## config.mk

```make
export PLATFORM = sky130hd
export DESIGN_NAME = exc_ctl_regs
export DESIGN_NICKNAME = d
export VERILOG_FILES = /design/src/rtl/exc_ctl_pkg.sv /design/src/rtl/exc_status_reg.sv /design/src/rtl/exc_cause_reg.sv /design/src/rtl/exc_timer_regs.sv /design/src/rtl/exc_irq_gate.sv /design/src/rtl/exc_ctl_regs.sv
export SDC_FILE = /design/constraint.sdc
export NUM_CORES = 1
export LEC_CHECK = 0
export ABC_AREA = 0
export BUFFER_PORTS_ARGS = -buffer_cell sky130_fd_sc_hd__buf_2
export CAP_MARGIN = 20
export CORE_ASPECT_RATIO = 1.1
export CORE_UTILIZATION = 40
export DETAILED_ROUTE_END_ITERATION = 8
export PLACE_DENSITY = 0.61
export SLEW_MARGIN = 20
export SYNTH_ARGS = -nofsm -noshare
export SYNTH_HDL_FRONTEND = slang
export SYNTH_HIERARCHICAL = 1
export SYNTH_SLANG_ARGS = --single-unit
export TNS_END_PERCENT = 50
```

## constraint.sdc

```tcl
create_clock -name clk -period 3.1 [get_ports clk]
set_clock_uncertainty 0.05 [all_clocks]
set_input_delay 0.155 -clock clk [delete_from_list [all_inputs] [get_ports clk]]
set_output_delay 0.155 -clock clk [all_outputs]
set_load 0.1 [all_outputs]
```

## src/rtl/exc_ctl_pkg.sv

```systemverilog
package exc_ctl_pkg;
  localparam int XLEN   = 32;
  localparam int RNUM_W = 5;
  localparam int CODE_W = 5;

  localparam logic [RNUM_W-1:0] RN_COUNT   = 5'd9;
  localparam logic [RNUM_W-1:0] RN_COMPARE = 5'd11;
  localparam logic [RNUM_W-1:0] RN_STATUS  = 5'd12;
  localparam logic [RNUM_W-1:0] RN_CAUSE   = 5'd13;
  localparam logic [RNUM_W-1:0] RN_RETPC   = 5'd14;

  localparam int LVL_LO  = 8;   // mask and pending fields start here
  localparam int CODE_LO = 2;
  localparam int BD_BIT  = 31;
  localparam int UM_BIT  = 4;
  localparam int EXL_BIT = 1;
  localparam int IE_BIT  = 0;

  localparam logic [XLEN-1:0] TRAP_VECTOR = 32'h8000_0180;
endpackage

```

## src/rtl/exc_status_reg.sv

```systemverilog
module exc_status_reg #(
  parameter int LEVELS = 8
) (
  input  logic              clk,
  input  logic              rst_n,
  input  logic              wr,
  input  logic [LEVELS-1:0] wr_mask,
  input  logic              wr_exl,
  input  logic              wr_ie,
  input  logic              take,
  input  logic              ret,
  output logic [LEVELS-1:0] mask,
  output logic              exl,
  output logic              ie
);
  always_ff @(posedge clk or negedge rst_n) begin
    if (!rst_n) begin
      mask <= '0;
      exl  <= 1'b0;
      ie   <= 1'b0;
    end else if (take) begin
      exl <= 1'b1;
    end else if (ret) begin
      exl <= 1'b0;
    end else if (wr) begin
      mask <= wr_mask;
      exl  <= wr_exl;
      ie   <= wr_ie;
    end
  end

  p_entry_sets_exl_r5: assert property (@(posedge clk) disable iff (!rst_n)
    take |=> exl);
  p_entry_keeps_enable_r5: assert property (@(posedge clk) disable iff (!rst_n)
    take |=> ($stable(mask) && $stable(ie)));
  p_return_clears_exl_r6: assert property (@(posedge clk) disable iff (!rst_n)
    (ret && !take) |=> !exl);
  p_return_keeps_enable_r6: assert property (@(posedge clk) disable iff (!rst_n)
    (ret && !take) |=> ($stable(mask) && $stable(ie)));
endmodule

```

## src/rtl/exc_cause_reg.sv

```systemverilog
module exc_cause_reg #(
  parameter int HW_LINES = 6,
  parameter int SW_LINES = 2,
  parameter int CODE_W   = 5,
  localparam int LEVELS  = HW_LINES + SW_LINES
) (
  input  logic                clk,
  input  logic                rst_n,
  input  logic                wr,
  input  logic [SW_LINES-1:0] wr_sw,
  input  logic [HW_LINES-1:0] hw_irq,
  input  logic                take,
  input  logic [CODE_W-1:0]   take_code,
  input  logic                take_bd,
  output logic [LEVELS-1:0]   pend,
  output logic [CODE_W-1:0]   code,
  output logic                bd
);
  logic [SW_LINES-1:0] sw_q;
  logic [HW_LINES-1:0] hw_q;

  always_ff @(posedge clk or negedge rst_n) begin
    if (!rst_n) begin
      sw_q <= '0;
      hw_q <= '0;
      code <= '0;
      bd   <= 1'b0;
    end else begin
      hw_q <= hw_irq;
      if (wr) sw_q <= wr_sw;
      if (take) begin
        code <= take_code;
        bd   <= take_bd;
      end
    end
  end

  assign pend = {hw_q, sw_q};

  p_code_holds_r5: assert property (@(posedge clk) disable iff (!rst_n)
    !take |=> ($stable(code) && $stable(bd)));
  p_code_loads_r5: assert property (@(posedge clk) disable iff (!rst_n)
    take |=> (code == $past(take_code)));
  p_sw_pend_holds_r3: assert property (@(posedge clk) disable iff (!rst_n)
    !wr |=> $stable(pend[SW_LINES-1:0]));
endmodule

```

## src/rtl/exc_timer_regs.sv

```systemverilog
module exc_timer_regs #(
  parameter int XLEN = 32
) (
  input  logic            clk,
  input  logic            rst_n,
  input  logic            cnt_wr,
  input  logic            cmp_wr,
  input  logic [XLEN-1:0] wdata,
  output logic [XLEN-1:0] count,
  output logic [XLEN-1:0] compare
);
  always_ff @(posedge clk or negedge rst_n) begin
    if (!rst_n) begin
      count   <= '0;
      compare <= '0;
    end else begin
      count <= cnt_wr ? wdata : count + 1'b1;
      if (cmp_wr) compare <= wdata;
    end
  end

  p_count_steps_r8: assert property (@(posedge clk) disable iff (!rst_n)
    !cnt_wr |=> (count == $past(count) + 1'b1));
  p_compare_holds_r8: assert property (@(posedge clk) disable iff (!rst_n)
    !cmp_wr |=> $stable(compare));
endmodule

```

## src/rtl/exc_irq_gate.sv

```systemverilog
module exc_irq_gate #(
  parameter int LEVELS = 8
) (
  input  logic [LEVELS-1:0] pend,
  input  logic [LEVELS-1:0] mask,
  input  logic              ie,
  input  logic              exl,
  output logic              irq
);
  logic [LEVELS-1:0] hit;

  for (genvar g = 0; g < LEVELS; g++) begin : g_lvl
    assign hit[g] = pend[g] & mask[g];
  end

  assign irq = ie & ~exl & (|hit);
endmodule

```

## src/rtl/exc_ctl_regs.sv

```systemverilog
module exc_ctl_regs
  import exc_ctl_pkg::*;
#(
  parameter int HW_LINES = 6,
  parameter int SW_LINES = 2
) (
  input  logic              clk,
  input  logic              rst_n,
  input  logic              xfer_wr,
  input  logic [RNUM_W-1:0] xfer_num,
  input  logic [XLEN-1:0]   xfer_wdata,
  output logic [XLEN-1:0]   xfer_rdata,
  input  logic [HW_LINES-1:0] hw_irq,
  input  logic              exc_take,
  input  logic [CODE_W-1:0] exc_code,
  input  logic [XLEN-1:0]   exc_pc,
  input  logic              exc_bd,
  input  logic              exc_ret,
  output logic              irq_req,
  output logic [XLEN-1:0]   vector_pc,
  output logic [XLEN-1:0]   resume_pc
);
  localparam int LEVELS = HW_LINES + SW_LINES;

  logic              wr_status, wr_cause, wr_retpc, wr_count, wr_compare;
  logic [LEVELS-1:0] st_mask, pend;
  logic              st_exl, st_ie, ca_bd;
  logic [CODE_W-1:0] ca_code;
  logic [XLEN-1:0]   count, compare, ret_pc;

  assign wr_status  = xfer_wr && (xfer_num == RN_STATUS);
  assign wr_cause   = xfer_wr && (xfer_num == RN_CAUSE) && !exc_take;
  assign wr_retpc   = xfer_wr && (xfer_num == RN_RETPC);
  assign wr_count   = xfer_wr && (xfer_num == RN_COUNT);
  assign wr_compare = xfer_wr && (xfer_num == RN_COMPARE);

  exc_status_reg #(.LEVELS(LEVELS)) u_status (
    .clk(clk), .rst_n(rst_n), .wr(wr_status),
    .wr_mask(xfer_wdata[LVL_LO +: LEVELS]),
    .wr_exl(xfer_wdata[EXL_BIT]), .wr_ie(xfer_wdata[IE_BIT]),
    .take(exc_take), .ret(exc_ret),
    .mask(st_mask), .exl(st_exl), .ie(st_ie)
  );

  exc_cause_reg #(.HW_LINES(HW_LINES), .SW_LINES(SW_LINES), .CODE_W(CODE_W)) u_cause (
    .clk(clk), .rst_n(rst_n), .wr(wr_cause),
    .wr_sw(xfer_wdata[LVL_LO +: SW_LINES]), .hw_irq(hw_irq),
    .take(exc_take), .take_code(exc_code), .take_bd(exc_bd),
    .pend(pend), .code(ca_code), .bd(ca_bd)
  );

  exc_timer_regs #(.XLEN(XLEN)) u_timer (
    .clk(clk), .rst_n(rst_n), .cnt_wr(wr_count), .cmp_wr(wr_compare),
    .wdata(xfer_wdata), .count(count), .compare(compare)
  );

  exc_irq_gate #(.LEVELS(LEVELS)) u_gate (
    .pend(pend), .mask(st_mask), .ie(st_ie), .exl(st_exl), .irq(irq_req)
  );

  always_ff @(posedge clk or negedge rst_n) begin
    if (!rst_n)          ret_pc <= '0;
    else if (exc_take)   ret_pc <= exc_pc;
    else if (wr_retpc)   ret_pc <= xfer_wdata;
  end

  always_comb begin
    xfer_rdata = '0;
    case (xfer_num)
      RN_COUNT:   xfer_rdata = count;
      RN_COMPARE: xfer_rdata = compare;
      RN_STATUS: begin
        xfer_rdata[LVL_LO +: LEVELS] = st_mask;
        xfer_rdata[UM_BIT]           = 1'b1;
        xfer_rdata[EXL_BIT]          = st_exl;
        xfer_rdata[IE_BIT]           = st_ie;
      end
      RN_CAUSE: begin
        xfer_rdata[BD_BIT]            = ca_bd;
        xfer_rdata[LVL_LO +: LEVELS]  = pend;
        xfer_rdata[CODE_LO +: CODE_W] = ca_code;
      end
      RN_RETPC:   xfer_rdata = ret_pc;
      default:    xfer_rdata = '0;
    endcase
  end

  assign vector_pc = TRAP_VECTOR;
  assign resume_pc = ret_pc;

  p_irq_needs_enable_r4: assert property (@(posedge clk) disable iff (!rst_n)
    irq_req |-> (st_ie && !st_exl));
  p_no_irq_after_entry_r4: assert property (@(posedge clk) disable iff (!rst_n)
    exc_take |=> !irq_req);
  p_retpc_loads_r5: assert property (@(posedge clk) disable iff (!rst_n)
    exc_take |=> (resume_pc == $past(exc_pc)));
  p_entry_beats_move_r7: assert property (@(posedge clk) disable iff (!rst_n)
    (exc_take && wr_status) |=> st_exl);
  p_vector_fixed_r10: assert property (@(posedge clk) disable iff (!rst_n)
    vector_pc == 32'h8000_0180);
endmodule

```

==> out/metrics.csv <==
stage;metric;value;unit
route;wirelength;20.98;mm
clock_tree;cts_tree;done;
timing;drv_slew;0;
min_path;hold_depth;2;
synth;synth_cells;695;
floorplanning;fp.dieH;140.7;um
layout;syn_to_final_growth;29.46;%
floorplanning;start_util;0.4098;
synth;synth_edf_count;0;
clock_tree;clockBufferDepth;2;
power;cellPowerDensity;581.6;mW/mm2
critical_path;r2r_start;u_timer/count[0];
global_route;first_global_vias;6247;
synth;async_flop_share;1.000;
layout;num-fill-cells;1616;
clock_tree;htree_levels;4;
critical_path;critPathRequiredTime;3.39;ns
global_route;gr-total-overflow;0;
floorplanning;core;0.01708;mm2
placed_design;hpwl;13.93;mm
critical_path;rr_endpoint;u_timer/count[26];
timing;worstMarginPinSlew;0.8341;ns
global_route;grt_antenna_before_repair;0;
layout;fin_nets;984;
timing;rsz0062_at_grt;false;
min_path;min_to;u_status/mask[6];
synth;ys_types;50;
critical_path;critPathMaxFanout;8;
min_path;holdCritPathClass;in2reg;
clock_tree;cts-resized-gates;0;
layout;seqCellArea;0.003003;mm2
synth;ys_seq_elements;120;
route;firstDrtPassIters;6;
layout;multi_input_area;0.003548;mm2
synth;synth_top_cells_by_area;dfrtp_1 43%, mux2_2 6.8%, a41oi_1 4.1%;
route;vias;6305;
route;vias_per_cell;5.516;
critical_path;worstSetupPathType;reg2reg;
synth;synth_area_leader_cell;dfrtp_1;
synth;ys_seq_area_frac;0.4290;
timing;fin_crit;2.341;ns
global_route;track_usage;0.2431;
clock_tree;cts.clk_slew.worst_paths;0.05;ns
timing;finalSetupTns;0;ns
clock_tree;clk_latency;0.42;ns
global_route;grt_max_degree;54;
layout;antenna_cells;0;
timing;hold_viol;0;
critical_path;crit_path_end_kind;register;
timing;setup_viol;0;
synth;avgSynthCellArea;10.07;um2
critical_path;reg2reg_depth;6;
min_path;holdCritStartpoint;xfer_wdata[14];
synth;netlist_area;0.006999;mm2
floorplanning;rows;50;
route;routedWlPerCell;18.36;um
synth;synth_ff_type;dfrtp_1;
job;maxCapViolCount;0;
timing;fin_crit_sh;0.7551;
layout;drive_gt1_frac;0.2871;
critical_path;critPathLaunchType;register;
floorplanning;dieArea;0.01803;mm2
route;ant_nets;0;
power;peakVddDrop;0.0004317;V
placed_design;port_buffers;150;
critical_path;rrSetupSlack;0.76;ns
run_status;outcome;finished clean;
synth;synth_top_area_share;0.4290;
clock_tree;cts-root-buf;clkbuf_16;
global_route;grt_pass1_wl;33.55;mm
timing;slew_headroom;0.4364;
clock_tree;postCtsSetupRepairBufs;0;
critical_path;cp.arrival;2.63;ns
synth;synth_warnings;6;
timing;max_freq;427.2;MHz
placed_design;gp_congestion;0.7804;
timing;whs;0.04441;ns
clock_tree;cts_buffers;17;
clock_tree;clock-sinks;120;
route;first_iter_violations;426;
power;p_total;5.270;mW
route;drc;0;
floorplanning;die_w;128.1;um
floorplanning;pin_count;183;
power;cellLeakagePower;3.953;nW
-- Yosys cell counts (11+ instances only) --
master and count:
a41oi_1 33, and3_1 19, a221o_1 24, a21oi_1 32, nor2_1 14, or4_1 11
nand2_1 34, dfrtp_1 120, buf_4 35, mux2_4 15, clkbuf_1 34, buf_2 11
mux2_2 42, o21ai_0 51, nand4_1 17, nor2b_1 41, nand3_1 43
-- state kept, by name (all words and copies together), names as in the netlist --
register	count
u_status/mask	8
u_status/ie	1
u_cause/sw_q	2
u_cause/bd	1
u_timer/count	32
u_cause/hw_q	6
u_cause/code	5
u_status/exl	1
resume_pc	32
u_timer/compare	32
-- critical path: stages (launching register included) --
cell and delay, ns:
dfrtp_1 0.45, ha_1 0.25, nand4_1 0.11, buf_4 0.18, or4_1 0.60, or4_1 0.45, a31oi_1 0.17
-- power breakdown --
| group | total [mW] | internal (mW) | switching, mW |
|---|---|---|---|
| clock network | 1.73 | 1.05 | 0.681 |
| logic | 1.45 | 0.454 | 0.995 |
| registers | 2.09 | 1.82 | 0.266 |
-- cells in the final DEF (no fill, tap or decap), types with 14 or more instances in the layout --
master / instances
buf_2: 149
o21ai_0: 51
mux2_2: 42
nand2_1: 34
dlygate4sd3_1: 77
nor2_1: 14
a21oi_1: 32
mux2_4: 15
nand4_1: 17
a221o_1: 24
clkbuf_16: 17
nor2b_1: 40
dfrtp_1: 120
nand3_1: 43
conb_1: 32
buf_4: 19
a41oi_1: 33
and3_1: 18
-- cell families (layout without fill, tap and decap cells) --
kind of cell / Yosys count / after routing / synth area share
AOI/OAI and AO/OA: 171 / 171 / 0.1691
xor gates and xnor gates: 13 / 13 / 0.01627
adders and majority gates: 1 / 1 / 0.001787
buffers and inverters: 98 / 282 / 0.08241
DFF: 120 / 120 / 0.4290
muxes: 67 / 67 / 0.1141
other: 2 / 32 / 0.001073
and+or+nand+nor: 223 / 223 / 0.1863
-- per-stage QoR --
step / utilization / instance area, um2 / setup WS (ns) / cells
final: 0.5305 / 9061 / 0.7590 / 1143
after detailed placement: 0.4560 / 7787 / 0.7050 / 1035
after global routing: 0.5305 / 9061 / 0.6310 / 1143
after global placement: 0.4560 / 7787 / 0.7638 / 1035
after CTS: 0.5305 / 9061 / 0.7686 / 1143
after floorplan: - / 7112 / 0.7537 / 725
-- layer usage --
| metal | GRT usage | share of wire | routed length, um | vias to the layer above |
|---|---|---|---|---|
| li1 | - | - | - | 2954 |
| met2 | 0.4002 | 0.49 | 10240 | 216 |
| met1 | 0.3144 | 0.44 | 9241 | 3096 |
| met3 | 0.04896 | 0.048 | 1004 | 39 |
| met5 | 0 | 0 | 0 | - |
| met4 | 0.09226 | 0.024 | 495 | 0 |
-- timing repair --
item,4_1_cts,5_1_grt
endpoints found under the hold margin,153,0
setup endpoints to repair,0,0
hold buffers,77,0
-- worst max path at each step --
stage                      from                 to  slack, ns
2_1_floorplan     resume_pc[15]     xfer_rdata[15]       0.75
3_3_place_gp        xfer_num[4]  u_timer/count[14]       0.76
3_5_place_dp        xfer_num[4]  u_timer/count[14]       0.71
4_1_cts        u_timer/count[0]  u_timer/count[26]       0.77
5_1_grt        u_timer/count[0]  u_timer/count[26]       0.63
6_report       u_timer/count[0]  u_timer/count[26]       0.76
-- cell type report --
cell class              count  area share
inverters                   4    0.001657
clock buffers              27     0.05330
repair buffers            247      0.1875
clock inverters             4    0.002209
flip-flops and latches    120      0.3314
well taps                 234     0.03231
multi-input cells         507      0.3916
Note: power is estimated with default switching activity, not from simulation.
